--- config.mk ---
export PLATFORM = sky130hd
export DESIGN_NAME = pwm4_ctrl
export DESIGN_NICKNAME = d
export VERILOG_FILES = /design/src/rtl/pwm4_pkg.sv /design/src/rtl/pwm4_regs.sv /design/src/rtl/pwm4_chan.sv /design/src/rtl/pwm4_ctrl.sv
export SDC_FILE = /design/constraint.sdc
export NUM_CORES = 1
export LEC_CHECK = 0
export ABC_AREA = 1
export BUFFER_PORTS_ARGS = -buffer_cell sky130_fd_sc_hd__buf_2
export CAP_MARGIN = 20
export CORE_MARGIN = 2
export CORE_UTILIZATION = 27
export DETAILED_ROUTE_END_ITERATION = 6
export GPL_ROUTABILITY_DRIVEN = 1
export GPL_TIMING_DRIVEN = 0
export PLACE_DENSITY = 0.51
export SLEW_MARGIN = 20
export SYNTH_ARGS = -nofsm -noshare
export SYNTH_HDL_FRONTEND = slang
export SYNTH_SLANG_ARGS = --single-unit
--- constraint.sdc ---
create_clock -name clk -period 3 [get_ports clk]
set_input_delay 0.15 -clock clk [delete_from_list [all_inputs] [get_ports clk]]
set_output_delay 0.15 -clock clk [all_outputs]
set_load 0.01 [all_outputs]
--- src/rtl/pwm4_pkg.sv ---
package pwm4_pkg;
    localparam int NCH        = 4;
    localparam int ADDR_W     = 8;
    localparam int CTRL_OFS   = 'h00;
    localparam int PER_BASE   = 'h04;
    localparam int DUTY_BASE  = 'h08;
    localparam int CH_STRIDE  = 8;
    localparam int PRESC_OFS  = 'h24;
    localparam int POL_LSB    = 8;
    localparam int DRV_LSB    = 15;
    localparam int MIN_PERIOD = 2;
endpackage

--- src/rtl/pwm4_regs.sv ---
module pwm4_regs
    import pwm4_pkg::*;
#(
    parameter int PRE_W          = 6,
    parameter int CNT_W          = 16,
    parameter int HOLDOFF_CYCLES = 40
) (
    input  logic                    clk,
    input  logic                    rst_n,
    input  logic [ADDR_W-1:0]       addr,
    input  logic                    we,
    input  logic [31:0]             wdata,
    output logic [31:0]             rdata,
    output logic [NCH-1:0]          en_o,
    output logic [NCH-1:0]          pol_o,
    output logic [NCH*PRE_W-1:0]    pre_o,
    output logic [NCH*CNT_W-1:0]    per_o,
    output logic [NCH*CNT_W-1:0]    duty_o
);
    localparam int HW = $clog2(HOLDOFF_CYCLES + 1);
    localparam logic [HW-1:0] HOLD_LD = HW'(HOLDOFF_CYCLES);

    typedef struct packed {
        logic [NCH-1:0]             en;
        logic [NCH-1:0]             pol;
        logic [NCH-1:0]             drv;
        logic [NCH-1:0][PRE_W-1:0]  pre;
        logic [NCH-1:0][CNT_W-1:0]  per;
        logic [NCH-1:0][CNT_W-1:0]  duty;
        logic [NCH-1:0][HW-1:0]     hold;
    } reg_st_t;

    reg_st_t st_d, st_q;

    always_comb begin
        st_d = st_q;
        for (int n = 0; n < NCH; n++) begin
            if (st_q.hold[n] != '0) st_d.hold[n] = st_q.hold[n] - HW'(1);
        end
        if (we) begin
            if (addr == ADDR_W'(CTRL_OFS)) begin
                for (int n = 0; n < NCH; n++) begin
                    st_d.pol[n] = wdata[POL_LSB + n];
                    st_d.drv[n] = wdata[DRV_LSB + n];
                    // a set request is honoured only when already on or lock expired
                    st_d.en[n]  = wdata[n] && (st_q.en[n] || st_q.hold[n] == '0);
                    if (st_q.en[n] && !wdata[n]) st_d.hold[n] = HOLD_LD;
                end
            end else if (addr == ADDR_W'(PRESC_OFS)) begin
                for (int n = 0; n < NCH; n++) begin
                    st_d.pre[n] = wdata[(NCH-1-n)*PRE_W +: PRE_W];
                end
            end else begin
                for (int n = 0; n < NCH; n++) begin
                    if (addr == ADDR_W'(PER_BASE + CH_STRIDE*n))  st_d.per[n]  = wdata[CNT_W-1:0];
                    if (addr == ADDR_W'(DUTY_BASE + CH_STRIDE*n)) st_d.duty[n] = wdata[CNT_W-1:0];
                end
            end
        end
    end

    always_comb begin
        rdata = '0;
        if (addr == ADDR_W'(CTRL_OFS)) begin
            for (int n = 0; n < NCH; n++) begin
                rdata[n]           = st_q.en[n];
                rdata[POL_LSB + n] = st_q.pol[n];
                rdata[DRV_LSB + n] = st_q.drv[n];
            end
        end else if (addr == ADDR_W'(PRESC_OFS)) begin
            for (int n = 0; n < NCH; n++) begin
                rdata[(NCH-1-n)*PRE_W +: PRE_W] = st_q.pre[n];
            end
        end else begin
            for (int n = 0; n < NCH; n++) begin
                if (addr == ADDR_W'(PER_BASE + CH_STRIDE*n))  rdata[CNT_W-1:0] = st_q.per[n];
                if (addr == ADDR_W'(DUTY_BASE + CH_STRIDE*n)) rdata[CNT_W-1:0] = st_q.duty[n];
            end
        end
    end

    always_ff @(posedge clk or negedge rst_n) begin
        if (!rst_n) st_q <= '0;
        else        st_q <= st_d;
    end

    assign en_o   = st_q.en;
    assign pol_o  = st_q.pol;
    assign pre_o  = st_q.pre;
    assign per_o  = st_q.per;
    assign duty_o = st_q.duty;
endmodule

--- src/rtl/pwm4_chan.sv ---
module pwm4_chan
    import pwm4_pkg::*;
#(
    parameter int PRE_W = 6,
    parameter int CNT_W = 16
) (
    input  logic             clk,
    input  logic             rst_n,
    input  logic             en,
    input  logic             pol,
    input  logic [PRE_W-1:0] pre,
    input  logic [CNT_W-1:0] per,
    input  logic [CNT_W-1:0] duty,
    output logic             pwm
);
    typedef struct packed {
        logic             run;
        logic [PRE_W-1:0] pre_cnt;
        logic [CNT_W-1:0] per_cnt;
        logic [PRE_W-1:0] pre_s;
        logic [CNT_W-1:0] per_s;
        logic [CNT_W-1:0] duty_s;
    } ch_st_t;

    ch_st_t st_d, st_q;
    logic [CNT_W-1:0] per_eff;
    logic             active;

    assign per_eff = (per < CNT_W'(MIN_PERIOD)) ? CNT_W'(MIN_PERIOD) : per;

    always_comb begin
        st_d = st_q;
        if (!en) begin
            st_d.run     = 1'b0;
            st_d.pre_cnt = '0;
            st_d.per_cnt = '0;
        end else if (!st_q.run) begin
            st_d.run     = 1'b1;
            st_d.pre_cnt = '0;
            st_d.per_cnt = '0;
            st_d.pre_s   = pre;
            st_d.per_s   = per_eff;
            st_d.duty_s  = duty;
        end else if (st_q.pre_cnt == st_q.pre_s) begin
            st_d.pre_cnt = '0;
            if (st_q.per_cnt == st_q.per_s - CNT_W'(1)) begin
                st_d.per_cnt = '0;
                st_d.pre_s   = pre;
                st_d.per_s   = per_eff;
                st_d.duty_s  = duty;
            end else begin
                st_d.per_cnt = st_q.per_cnt + CNT_W'(1);
            end
        end else begin
            st_d.pre_cnt = st_q.pre_cnt + PRE_W'(1);
        end
    end

    always_ff @(posedge clk or negedge rst_n) begin
        if (!rst_n) st_q <= '0;
        else        st_q <= st_d;
    end

    assign active = st_q.run && (st_q.per_cnt < st_q.duty_s);
    assign pwm    = pol ? active : !active;
endmodule

--- src/rtl/pwm4_ctrl.sv ---
module pwm4_ctrl
    import pwm4_pkg::*;
#(
    parameter int PRE_W          = 6,
    parameter int CNT_W          = 16,
    parameter int HOLDOFF_CYCLES = 40
) (
    input  logic              clk,
    input  logic              rst_n,
    input  logic [7:0]        bus_addr,
    input  logic              bus_we,
    input  logic [31:0]       bus_wdata,
    output logic [31:0]       bus_rdata,
    output logic [3:0]        pwm_out
);
    logic [NCH-1:0]       ch_en;
    logic [NCH-1:0]       ch_pol;
    logic [NCH*PRE_W-1:0] pre_flat;
    logic [NCH*CNT_W-1:0] per_flat;
    logic [NCH*CNT_W-1:0] duty_flat;

    pwm4_regs #(
        .PRE_W(PRE_W), .CNT_W(CNT_W), .HOLDOFF_CYCLES(HOLDOFF_CYCLES)
    ) u_regs (
        .clk(clk), .rst_n(rst_n), .addr(bus_addr), .we(bus_we),
        .wdata(bus_wdata), .rdata(bus_rdata), .en_o(ch_en), .pol_o(ch_pol),
        .pre_o(pre_flat), .per_o(per_flat), .duty_o(duty_flat)
    );

    for (genvar g = 0; g < NCH; g++) begin : g_ch
        pwm4_chan #(.PRE_W(PRE_W), .CNT_W(CNT_W)) u_chan (
            .clk(clk), .rst_n(rst_n), .en(ch_en[g]), .pol(ch_pol[g]),
            .pre(pre_flat[g*PRE_W +: PRE_W]),
            .per(per_flat[g*CNT_W +: CNT_W]),
            .duty(duty_flat[g*CNT_W +: CNT_W]),
            .pwm(pwm_out[g])
        );
    end
endmodule

# == Word level (Yosys, flattened, before mapping) ==
# Index checks and enable logic that the tools add are counted.
# classes
n_shift,0
mul,0
mux,58
div,0
reduce_logical,47
eq_ne,29
n_addsub,16
n_bitwise,2
n_lt_le_gt_ge,8
# op_table
cell,n
16-bit 2-to-1 mux,17
60-bit 2-to-1 mux,4
54-bit 2-to-1 mux,4
38-bit 2-to-1 mux,4
23-bit 2-to-1 mux,4
6-bit 2-to-1 mux,12
"16-bit by 1-bit adder with 16-bit output, second input constant",4
16-bit equality test,4
16-bit less-than comparator,4
"16-bit by 2-bit less-than comparator with 1-bit output, second input constant",4
"16-bit by 1-bit subtractor with 16-bit output, second input constant",4
24-bit 2-to-1 mux,2
"8-bit by 5-bit equality test with 1-bit output, second input constant",4
4-bit AND reduction,8
"6-bit by 1-bit adder with 6-bit output, second input constant",4
6-bit equality test,4
6-bit logical NOT,4
6-bit nonzero test,4
"6-bit by 1-bit subtractor with 6-bit output, second input constant",4
"8-bit by 4-bit equality test with 1-bit output, second input constant",2
"8-bit by 6-bit equality test with 1-bit output, second input constant",2
4-bit 2-to-1 mux,4
"2-bit inequality test, second input constant",8
3-bit AND reduction,5
12 further kinds,40
# word_totals
inputBits,43
register_bits,432
ram_bits,0
output_inout_bits,36
mem_count,0
romBits,0
latch_bits,0

# == Longest topological paths before layout ==
# Gate-level depths: netlist (run 1).
# logic_depth
word_depth,11
ltp_mapped,18

# == Modules after synthesis ==
# A second synthesis (run 1) with hierarchy kept.
# unflattened
cells_unflattened,3570
hier_area_um2,26838.2
# modules_own_cells
module,cells_per_inst,area_each_um2,instances
pwm4_chan,586,4161.5,4
pwm4_regs,1226,10192.3,1

# == Worst setup path before layout (run 1) ==
# No wires, ideal clock.
# synth_path
path_type,register -> register
from,register g_ch[2].u_chan.st_q[16] in the netlist's numbering
to,register g_ch[2].u_chan.st_q[16] in the netlist's numbering
stages_incl_launch_ff,15
required_time_ns,2.883
synth_period_minus_slack_ns,2.139
n_path_buf,2
arrival_ns,2.021
slack_ns,0.861
path_cell_list,dfrtp_1 -> inv_1 -> ha_1 -> nand3_1 -> nor2_2 -> xor2_1 -> nand2_1 -> nor2_1 -> nand3_1 -> o21bai_2 -> nand3_1 -> buf_4 -> buf_6 -> nand2_1 -> nand2_1
# synth_between
elab_chain_len,4
# synth_rtl
element,line_no,rtl
start: declaration,pwm4_chan.sv:25,"ch_st_t st_d, st_q;"
start signal: assignment,pwm4_chan.sv:61,else st_q <= st_d;
16-bit by 1-bit subtractor with 16-bit output,pwm4_chan.sv:46,if (st_q.per_cnt == st_q.per_s - CNT_W'(1)) begin
16-bit equality test,pwm4_chan.sv:46,
2-bit inequality test (no line),--,
3-bit AND reduction (no line),--,
# Every way passes these cells.
# A chain may end at the register's enable or synchronous reset.

# == Final worst setup path (run 1) ==
# layout_path
from,input bus_addr[1]
to,output bus_rdata[4]
# layout_between
elab_chain_len,11
# layout_rtl
element,line_no,rtl
start: declaration,pwm4_ctrl.sv:10,"input logic [7:0] bus_addr,"
8-bit by 3-bit equality test with 1-bit output,pwm4_regs.sv:76,if (addr == ADDR_W'(PER_BASE + CH_STRIDE*n)) rdata[CNT_W-1:0] = st_q.per[n];
16-bit 2-to-1 mux,pwm4_regs.sv:76,
16-bit 2-to-1 mux,pwm4_regs.sv:77,if (addr == ADDR_W'(DUTY_BASE + CH_STRIDE*n)) rdata[CNT_W-1:0] = st_q.duty[n];
16-bit 2-to-1 mux,pwm4_regs.sv:76,
16-bit 2-to-1 mux,pwm4_regs.sv:77,
16-bit 2-to-1 mux,pwm4_regs.sv:76,
16-bit 2-to-1 mux,pwm4_regs.sv:77,
16-bit 2-to-1 mux,pwm4_regs.sv:76,
16-bit 2-to-1 mux,pwm4_regs.sv:77,
16-bit 2-to-1 mux,pwm4_regs.sv:70,end else if (addr == ADDR_W'(PRESC_OFS)) begin
4-bit 2-to-1 mux *,pwm4_regs.sv:64,if (addr == ADDR_W'(CTRL_OFS)) begin
end: declaration,pwm4_ctrl.sv:13,"output logic [31:0] bus_rdata,"
# Every way passes the cells marked *; elsewhere a longest branch is shown, timed or not.

==> metrics.md, run 1 <==
| Metric | Value |
|---|---|
| Cts bufs inserted | 53 |
| Storage cell area | about 0.011 sq mm |
| Max VDD drop | 0.4588 mV |
| Post-CTS Setup Inserts | 0 |
| Reg2reg path depth | 14 |
| Min Tclk post-route | between 2 and 3 ns |
| Final WL | 78370 um |
| Worst Tran Pin Value | 0.8107 ns |
| Final Instance Area | 0.02830 sq mm |
| TritonCTS clock tree | done |
| Slew Limit Fails | 0 |
| Synth Cell Area | 0.02426 sq mm |
| First-pass GRT wire length | 122200 um |
| Top cell type's share of synthesized area | 0.4455 |
| Beginning of the critical path | bus_addr[1] |
| Die width | just over 300 um |
| Critical R2R Capture | g_ch[2].u_chan.st_q[47]$_DFFE_PN0P_ |
| Die footprint | 0.09228 sq mm |
| Power per Cell Area | 727.1 mW/mm^2 |
| Fill cells | 9473 |
| Clk Latency, worst-skew pair | ~0.62 ns |
| Multi-input gate area | 0.01160 sq mm |
| Gr ovfl total | 0 |
| Sequential share of the synthesized area | 0.4455 |
| R2r startpoint | g_ch[2].u_chan.st_q[16]$_DFFE_PN0P_ |
| Vias in the first global route | 20620 |
| Syn Area/Cell | 7.633 sq um |
| Via count | 21330 |
| Clock Sinks | 432 |
| Critical-path cell list | buf_2 > nor2_1 > nand3_1 > nor2_1 > clkbuf_1 > nand2_1 > nand3_1 > a21oi_1 > a21oi_1 > buf_2 |
| Pre-CTS setup slack | -0.2883 ns |
| DR pass1 iterations | 6 |
| Leading cell types in the layout, fill and taps excluded | nand2_1, dfrtp_1, inv_1 |
| Fin crit share | 0.9831 |
| Detailed Place HPWL | 58830 um |
| Initial antenna violation count | 1 |
| Max clock buf depth | 3 |
| Layout Area Growth over Synthesis | 16.63% |
| Core ar. | just under 0.09 sq mm |
| Worst EP required | between 2 and 3 ns |
| Largest net degree at the start of global routing | 82 |
| Post-route DRC | 0 |
| Clock-pin slew on the worst setup and hold paths | 0.06 ns |
| Share of cells above drive strength 1 | 0.07484 |
| Max Fclk | 0.3391 GHz |
| PortBufs | about 60 |
| Crit path largest cell delay | 0.56 ns |
| Startpoint type of the worst setup path | input port |
| Main synth FF type | dfrtp_1 |
| Post-synthesis cell type with the largest combined area | dfrtp_1 |
| Crit-path slowest cell | nor2_1 |
| Worst rel slew slack | 0.4595 |
| Gr usage total | 0.1687 |
| CTS Root Cell | clkbuf_16 |
| Static Leak | around 0.014 uW |
| Min-Delay Path Class | in -> async |
| Seq cells post-synth | 432 |
| Worst setup margin | 0.05077 ns |
| Fin nets | 3446 |
| Initial DRC count | about 1800 |
| Async SR Flop Fraction | 1.000 |
| GPL Wtd Cong | 0.8915 |
| Routed WL per cell | 17.28 um |
| Syn Inst Count | 3179 |
| Library cells used by synthesis | 51 |
| Reg2Reg Setup Slack | 0.24 ns |
| FP Rows | 109 |
| Max-Cap Viols | 0 |
| Crit path to | bus_rdata[4] |
| CP Max Fanout | 10 |
| Post-synth EDFFs | 0 |
| Initial Util | 0.2733 |
| Worst Clk Skew | 0.03014 ns |
| Post-DP Area | 0.02620 sq mm |
| Critical path class | in -> out |
| Final Power | 20580 uW |
| Run status | complete, no violations |
| Critical path endpoint category | output pin |
| Vias per cell | around 4.7 |
| Commonest non-fill, non-tap cell in the layout | nand2_1 |
| IO Pins | between 70 and 80 |
| Largest cells by area after synthesis | dfrtp_1, nand2_1, nand4_1 |
| Final setup vio count | 0 |
| Critical path data arrival time | 2.80 ns |
| H-tree levels | 2 |
| Die Height | approximately 300 um |
| Final hold vios | 0 |
| Routed Antenna Nets | 0 |
| Number of synthesis warnings | 0 |
## area by class of cell
| class | count | share of cell area |
|---|---|---|
| tap | 1165 | 0.05151 |
| inverter | 327 | 0.04337 |
| clock buffer | 76 | 0.05558 |
| sequential | 432 | 0.3820 |
| buffer | 138 | 0.02480 |
| multi-input combinational | 2289 | 0.4099 |
| antenna | 2 | 0.0001769 |
| clock inverter | 23 | 0.01101 |
| timing repair buffer | 82 | 0.02166 |
## worst min-delay path by stage
stage / end / slack, ns / cells after the start
3_5_place_dp: g_ch[0].u_chan.st_q[57]$_DFF_PN0_ / 0.20 / 1
3_3_place_gp: g_ch[0].u_chan.st_q[60]$_DFF_PN0_ / 0.36 / 0
4_1_cts: u_regs.duty_o[46]$_DFFE_PN0P_ / 0.09 / 3
6_report: g_ch[0].u_chan.st_q[57]$_DFF_PN0_ / 0.12 / 2
2_1_floorplan: g_ch[0].u_chan.st_q[0]$_DFFE_PN0P_ / -0.15 / 0
5_1_grt: u_regs.per_o[62]$_DFFE_PN0P_ / 0.13 / 3
## cell usage after synthesis, drive strengths merged (4+ instances only)
library cell,instances
a21oi,84
a221oi,5
buf,46
clkbuf,92
clkinv,5
dfrtp,432
ha,80
inv,322
mux2,4
nand2,1006
nand3,135
nand3b,9
nand4,216
nor2,264
nor3,31
nor4,17
o211ai,9
o21a,8
o21ai,244
o21bai,6
o31ai,4
or2,9
xnor2,38
xor2,87
## metal layers
layer	part of all wire	global-route usage	vias to the layer above	wire length, um
met5	0	0	-	0
met4	0.030	0.05149	0	2368
met3	0.051	0.02779	127	4031
met2	0.45	0.2674	493	34960
met1	0.47	0.2353	10040	37020
li1	-	-	10670	-
## timing repair
item / 4_1_cts / 5_1_grt
endpoints found under the setup margin: 11 / 19
hold buffers: 16 / 0
resized for setup: 3 / 13
endpoints found under the hold margin: 111 / 0
## power breakdown
part	switching [uW]	internal [uW]
sequential	738	6480
combinational	4230	2220
clock	2740	4170
## kinds of logic after synthesis
logic type | after synthesis | synth area share
and+or+nand+nor | 1692 | 0.3003
buffers and inverters | 465 | 0.07936
DFF | 432 | 0.4455
AOI/OAI and AO/OA | 376 | 0.08328
xor gates and xnor gates | 128 | 0.04790
adders and majority gates | 80 | 0.04125
muxes | 5 | 0.002269
other | 1 | 0.0001545
## flip-flops by register name, indices dropped and copies added, names as in the netlist
name / cells
g_ch.u_chan.st_q: 244
u_regs.duty_o: 64
u_regs.per_o: 64
u_regs.st_q: 28
u_regs.pre_o: 24
u_regs.en_o: 4
u_regs.pol_o: 4
## through the flow
stage,hold slack (ns),utilization,TNS [ns],std cells
detailed placement,0.2031,0.2951,-1.715,4417
global route,0.1296,0.3187,-0.001489,4532
finish,0.1180,0.3187,0,4534
CTS,0.08567,0.3183,0,4532
global placement,0.3627,0.2935,-3243.65,4412
floorplan,-0.1456,-,0,3186
## critical path: cells and delay by family
kind	cells	cell delay, ns
buffers and inverters	3	0.74
AOI/OAI and AO/OA	2	0.37
and+or+nand+nor	5	1.52
(Power assumes the default switching activity.)
==> run 2: changes to the inputs <==
Settings changed: ABC_AREA 1 to not set.
==> run 2 against run 1 <==
Compared with the run above: the flow now finishes with violations (negative setup slack); routed wire length down 6.4%; core utilization up 2.3 points; register-to-register slack worse by 0.43 ns; first-iteration DRC count down 18%; critical path depth up 1; clock power down 5.9%; cell count down 23%; sequential share of layout area down 1.1 points.
==> metrics.md, run 2 <==
| Metric | Value |
|---|---|
| Run status | finished, violations left |
| Failing checks | negative setup slack |
| Main synth FF type | dfrtp_1 |
| Worst EP required | 3.47 ns |
| Final WL | 73340 um |
| Post-Layout Cell Count | 3507 |
| Sw Share | 0.2738 |
| Startpoint type of the worst setup path | flip-flop |
| Fill cells | 8500 |
| Adder-Cell Fraction of Synth Area | 0.04362 |
| Comb pwr share | 0.146 |
| Clk pwr share | 0.427 |
| Die Height | 298.4 um |
| RSZ-0062 raised after global routing | yes |
| Number of synthesis warnings | 0 |
| Initial antenna violation count | 2 |
| Top cell type's share of synthesized area | 0.4619 |
| Sequential share of the synthesized area | 0.4619 |
| Placed cells | approximately 3300 |
| Detailed Place HPWL | 51970 um |
| First-pass GRT wire length | roughly 110000 um |
| Critical R2R Capture | g_ch[0].u_chan.st_q[3]$_DFFE_PN0P_ |
| GPL Wtd Cong | 0.8899 |
| Worst Tran Pin Value | 1.059 ns |
| Power per Cell Area | 521.2 mW/mm^2 |
| Fin nets | 2442 |
| Gr ovfl total | 0 |
| Largest cells by area after synthesis | dfrtp_1, mux2_2, ha_1 |
| Seq cells post-synth | 432 |
| Min Tclk post-route | 3.192 ns |
| R2r startpoint | g_ch[0].u_chan.st_q[17]$_DFFE_PN0P_ |
| Die width | 298.4 um |
| Final setup vio count | 184 |
| Die footprint | 0.08906 sq mm |
| Largest net degree at the start of global routing | 100 |
| Worst rel slew slack | 0.2942 |
| Fin crit share | 1.064 |
| DR pass1 iterations | 7 |
| P_int | 11060 uW |
| Max-Cap Viols | 0 |
| Routed Antenna Nets | 0 |
| FP Rows | 107 |
| Vias in the first global route | 18160 |
| Most frequent cells after synthesis | dfrtp_1, mux2_2, nor2_1, nand2_1, inv_1 |
| Vias per cell | 5.122 |
| IO Pins | just under 80 |
| Routed WL per cell | 20.91 um |
| Syn Area/Cell | 11.13 sq um |
| Most numerous cell in the Yosys netlist | dfrtp_1 |
| Min-delay src | bus_wdata[12] |
| PortBufs | 56 |
| Pre-CTS setup slack | -0.4554 ns |
| Post-synth EDFFs | 0 |
| Max clock buf depth | 3 |
| Post-DP Area | 0.02532 sq mm |
| TritonCTS clock tree | done |
| Min-Delay Path Class | in -> reg |
| Storage cell area | 0.01085 sq mm |
| Simple-Gate Fraction of Synth Area | 0.1433 |
| Core ar. | ~0.086 sq mm |
| Final Util | 0.3416 |
| Post-route DRC | 0 |
| Post-Synth XOR/XNOR Area | 0.05052 |
| Post-synthesis cell type with the largest combined area | dfrtp_1 |
| Initial Util | 0.2736 |
| Mux cell area share after synthesis | 0.1631 |
| Synth Cell Area | ~0.023 sq mm |
| Leading cell types in the layout, fill and taps excluded | dfrtp_1, mux2_2, nor2_1 |
| Max reg flops | 244 |
| Final hold vios | 0 |
| Worst setup margin | -0.1922 ns |
| CTS Root Cell | clkbuf_16 |
| Beginning of the critical path | g_ch[0].u_chan.st_q[17]$_DFFE_PN0P_ |
| Largest family of logic cells by synthesized area | multiplexers |
| Cts bufs inserted | 50 |
| CP Max Fanout | 7 |
| Max VDD drop | between 0.4 and 0.5 mV |
| Via count | 17960 |
| Slew Limit Fails | 0 |
| Reg2reg path depth | 11 |
| Initial DRC count | 1436 |
| Worst Clk Skew | 0.02025 ns |
| Final Instance Area | 0.02923 sq mm |
| H-tree levels | 2 |
| Multi-input gate area | 0.01265 sq mm |
| Reg2Reg Setup Slack | -0.19 ns |
| Async SR Flop Fraction | 1.000 |
| Synth Area in Compound Gates | 0.1003 |
| Gr usage total | 0.1608 |
| Clock-pin slew on the worst setup and hold paths | 0.06 ns |
| Max Fclk | 0.3133 GHz |
| Layout Area Growth over Synthesis | 24.87% |
| Critical path data arrival time | about 3.7 ns |
| Critical path class | reg -> reg |
| Clock Sinks | 432 |
| Library cells used by synthesis | 83 |
| Clk Latency, worst-skew pair | 0.60 ns |
| Worst Hold Path Cells | 2 |
| Static Leak | 0.01348 uW |
| Worst Hold Endpoint | u_regs.duty_o[44]$_DFFE_PN0P_ |
| NetSw | 4171 uW |
| Commonest non-fill, non-tap cell in the layout | dfrtp_1 |
| Syn Inst Count | ~2100 |
| Critical path endpoint category | flip-flop |
| Most flops, register | g_ch.u_chan.st_q |
| Flop pwr share | 0.427 |
| Share of cells above drive strength 1 | 0.3270 |
==> run 2: logic make-up (layout without fill, tap and decap cells) <==
logic type                 after synthesis  in the layout
muxes                                  335            335
adders and majority gates               82             82
and+or+nand+nor                        609            609
DFF                                    432            432
other                                    1             10
AOI/OAI and AO/OA                      315            315
buffers and inverters                  194            445
xor gates and xnor gates               135            135
==> run 2: worst max-delay path, stage by stage (launching register included) <==
cell and delay (ns):
dfrtp_2 0.42, inv_2 0.08, ha_4 0.15, or3b_4 0.40, or4_4 0.51, mux2_4 0.31, mux2_4 0.28, nand4_1 0.12
a21bo_2 0.19, buf_12 0.16, clkbuf_16 0.16, mux2_4 0.29
==> run 2: area by class of cell <==
class,instances,share of cell area
Buffer,96,0.02269
Sequential cell,432,0.3711
Antenna cell,2,0.0001712
Clock buffer,63,0.04654
Timing Repair Buffer,168,0.05347
Tap cell,1144,0.04898
Clock inverter,31,0.01319
Inverter,87,0.01117
Multi-Input combinational cell,1484,0.4327
==> run 2: through the flow <==
stage	setup TNS (ns)	total power, uW	hold slack (ns)
5_1_grt	-37.60	15900	0.01809
3_5_place_dp	-59.23	8484	0.1604
4_1_cts	-15.78	15240	0.01130
3_3_place_gp	-3061.50	8363	0.3837
6_report	-20.41	15230	0.02722
2_1_floorplan	-0.1954	7819	-0.1456
==> run 2: layer usage <==
metal	global-route usage	share of wire
met1	0.2231	0.46
met5	0	0.00018
met3	0.02457	0.051
met2	0.2595	0.46
met4	0.04463	0.027
==> run 2: how the worst max path moves through the flow <==
stage | to | slack [ns] | depth (start not counted)
finish | g_ch[0].u_chan.st_q[3]$_DFFE_PN0P_ | -0.19 | 11
global route | g_ch[1].u_chan.st_q[13]$_DFFE_PN0P_ | -0.28 | 13
CTS | g_ch[1].u_chan.st_q[2]$_DFFE_PN0P_ | -0.24 | 11
detailed placement | g_ch[3].u_chan.st_q[47]$_DFFE_PN0P_ | -0.46 | 12
global placement | g_ch[0].u_chan.st_q[37]$_DFFE_PN0P_ | -7.05 | 1
floorplan | g_ch[0].u_chan.st_q[10]$_DFFE_PN0P_ | -0.01 | 10
==> run 2: power by group through the flow <==
stage               clock network, uW  registers [uW]  logic, uW
floorplan                           0            6460       1360
global placement                    0            6590       1770
detailed placement                  0            6600       1880
CTS                              6650            6500       2090
global route                     6900            6550       2460
finish                           6500            6510       2220
==> run 2: timing repair <==
action                     CTS  global route
pin swaps                   29            42
hold buffers                15             0
setup endpoints to repair  222           214
gates cloned                 9             5
hold endpoints to repair    95             0
gates resized for setup    175           147
buffers inserted            57            24
==> run 3: changes to the inputs <==
Settings changed: PLACE_DENSITY 0.51 to not set, RECOVER_POWER set to 25.
==> run 3 against run 2 <==
Compared with the run above: the run ends with design-rule violations, max-capacitance violations, max-slew violations, negative setup slack left; sequential cell count unchanged; maximum frequency up 1.4%; global-route usage fell by 0.89 points; via count shrank 1.3%; clock-buffer cell count did not move; non-clock buffer count decreased by 5; critical path depth increased by 1.
==> metrics.md, run 3 (synthesized netlist as in run 2, its figures left out) <==
| Metric | Value |
|---|---|
| Run status | finished, violations left |
| Failing checks | design-rule violations, max-capacitance violations, max-slew violations, negative setup slack |
| Crit-path slowest cell | or4_4 |
| Multi-input gate area | about 0.013 sq mm |
| Max-Cap Viols | 1 |
| Worst rel slew slack | -0.5321 |
| Initial antenna violation count | 6 |
| Fin nets | 2434 |
| Commonest non-fill, non-tap cell in the layout | dfrtp_1 |
| Final hold vios | 0 |
| CTS Root Cell | clkbuf_16 |
| Final Instance Area | 0.02896 sq mm |
| Power per Cell Area | slightly above 500 mW/mm^2 |
| Leading cell types in the layout, fill and taps excluded | dfrtp_1, mux2_2, nor2_1 |
| Initial Util | 0.2736 |
| Via count | 17740 |
| Critical R2R Capture | g_ch[2].u_chan.st_q[9]$_DFFE_PN0P_ |
| Vias per cell | 5.076 |
| Critical path class | reg -> reg |
| Critical-path cell list | inv_2 > ha_4 > or3b_4 > or4_4 > a211oi_4 > and3_1 > nand4_1 > o41ai_2 > nand2_2 > buf_8 > buf_12 > mux2_4 |
| Gr usage total | 0.1518 |
| Die Height | just under 300 um |
| Routed WL per cell | 20.04 um |
| Gr ovfl total | 0 |
| Max clock buf depth | 3 |
| Post-route DRC | 16 |
| R2r startpoint | g_ch[2].u_chan.st_q[16]$_DFFE_PN0P_ |
| Largest net degree at the start of global routing | slightly below 100 |
| Static Leak | 0.01334 uW |
| Clock-pin slew on the worst setup and hold paths | 0.07 ns |
| RSZ-0062 raised after global routing | yes |
| Layout Area Growth over Synthesis | 23.74% |
| Crit path largest cell delay | 0.44 ns |
| Worst Tran Pin Value | 2.298 ns |
| TritonCTS clock tree | done |
| Worst Hold Path Cells | 2 |
| Post-DP Area | 0.02532 sq mm |
| Cts bufs inserted | between 40 and 50 |
| Critical path data arrival time | ~3.6 ns |
| Final setup vio count | 180 |
| Max VDD drop | 0.3870 mV |
| Worst setup margin | -0.1490 ns |
| Final WL | 70000 um |
| DR pass1 iterations | 7 |
| FP Rows | 107 |
| Slew Limit Fails | 82 |
| Core ar. | 0.08555 sq mm |
| Vias in the first global route | 17060 |
| Worst EP required | 3.49 ns |
| Max Fclk | 0.3176 GHz |
| Clk Latency, worst-skew pair | 0.61 ns |
| Reg2reg path depth | 12 |
| Clock Sinks | between 400 and 500 |
| H-tree levels | 2 |
| Fill cells | 8527 |
| IO Pins | 79 |
| Die width | between 200 and 300 um |
| Pre-CTS setup slack | -0.3998 ns |
| Reg2Reg Setup Slack | -0.15 ns |
| Worst Clk Skew | approximately 0.027 ns |
| Critical path endpoint category | flip-flop |
| CP Max Fanout | 6 |
| Max reg flops | 244 |
| PortBufs | 56 |
| Min-delay src | bus_wdata[6] |
| Share of cells above drive strength 1 | 0.3146 |
| Worst Hold Endpoint | u_regs.duty_o[22]$_DFFE_PN0P_ |
| Initial DRC count | 1504 |
| Startpoint type of the worst setup path | flip-flop |
| Most flops, register | g_ch.u_chan.st_q |
| Detailed Place HPWL | 49110 um |
| Routed Antenna Nets | 0 |
| Min-Delay Path Class | in -> reg |
| Storage cell area | 0.01084 sq mm |
| Die footprint | 0.08906 sq mm |
| Fin crit share | 1.050 |
| Min Tclk post-route | approximately 3.1 ns |
| GPL Wtd Cong | 0.9422 |
| First-pass GRT wire length | 105100 um |
-- run 3: cell count changes in the layout (fill, tap and decap cells not counted), sizes merged --
cell | before | now
buf | 193 | 189
bufinv | 7 | 6
clkbuf | 118 | 120
clkdlybuf4s15 | 1 | 0
clkinv | 16 | 11
clkinvlp | 3 | 5
diode | 2 | 1
dlygate4sd3 | 15 | 13
inv | 92 | 89
-- run 3: through the flow --
step / cells / TNS [ns] / hold slack, ns / power [uW] / utilization
CTS: 3463 / -9.101 / 0.009162 / 14850 / 0.3292
global route: 3493 / -38.78 / 0.02551 / 15480 / 0.3385
floorplan: 2110 / -0.1954 / -0.1456 / 7819 / -
global placement: 3310 / -3161.73 / 0.3865 / 8390 / 0.2946
detailed placement: 3314 / -48.96 / 0.2134 / 8443 / 0.2960
finish: 3494 / -16.77 / 0.05546 / 14870 / 0.3385
-- run 3: area by class of cell --
class                   count  area share
clock inverters            24     0.01054
flip-flops and latches    432      0.3742
well taps                1144     0.04943
inverters                  87     0.01128
multi-input cells        1484      0.4343
repair buffers            160     0.04973
plain buffers              99     0.02389
clock buffers              63     0.04653
diodes                      1  0.00008641
-- run 3: critical path, delay by kind of cell, from the launching register on --
kind | cells | cell delay (ns)
DFF | 1 | 0.39
buffers and inverters | 3 | 0.41
muxes | 1 | 0.29
adders and majority gates | 1 | 0.14
AOI/OAI and AO/OA | 2 | 0.51
and+or+nand+nor | 5 | 1.28
-- run 3: how the worst max path moves through the flow --
| stage | from | to | slack [ns] | depth (start not counted) |
|---|---|---|---|---|
| after floorplan | g_ch[0].u_chan.st_q[21]$_DFFE_PN0P_ | g_ch[0].u_chan.st_q[10]$_DFFE_PN0P_ | -0.01 | 10 |
| after global placement | rst_n | u_regs.pre_o[5]$_DFFE_PN0P_ | -7.26 | 1 |
| after detailed placement | g_ch[0].u_chan.st_q[16]$_DFFE_PN0P_ | g_ch[0].u_chan.st_q[5]$_DFFE_PN0P_ | -0.40 | 12 |
| after CTS | g_ch[3].u_chan.st_q[17]$_DFFE_PN0P_ | g_ch[3].u_chan.st_q[11]$_DFFE_PN0P_ | -0.13 | 10 |
| after global routing | g_ch[2].u_chan.st_q[16]$_DFFE_PN0P_ | g_ch[2].u_chan.st_q[15]$_DFFE_PN0P_ | -0.26 | 12 |
| final | g_ch[2].u_chan.st_q[16]$_DFFE_PN0P_ | g_ch[2].u_chan.st_q[9]$_DFFE_PN0P_ | -0.15 | 12 |
-- run 3: repair_timing --
action | 4_1_cts | 5_1_grt
hold buffers | 13 | 0
resized for setup | 146 | 141
hold endpoints to repair | 107 | 0
gates cloned | 7 | 8
pin swaps | 28 | 33
buffers inserted | 49 | 25
setup endpoints to repair | 217 | 218
-- run 3: routing by layer --
layer	part of all wire	GRT usage	vias to the layer above
li1	-	-	8157
met1	0.46	0.2147	8956
met2	0.44	0.2313	506
met3	0.067	0.02908	112
met4	0.031	0.05205	6
met5	0.00047	0	-
-- run 3: report_power, final --
part           internal [uW]  switching (uW)
Sequential              6150             351
Combinational           1020            1110
Clock                   3680            2560
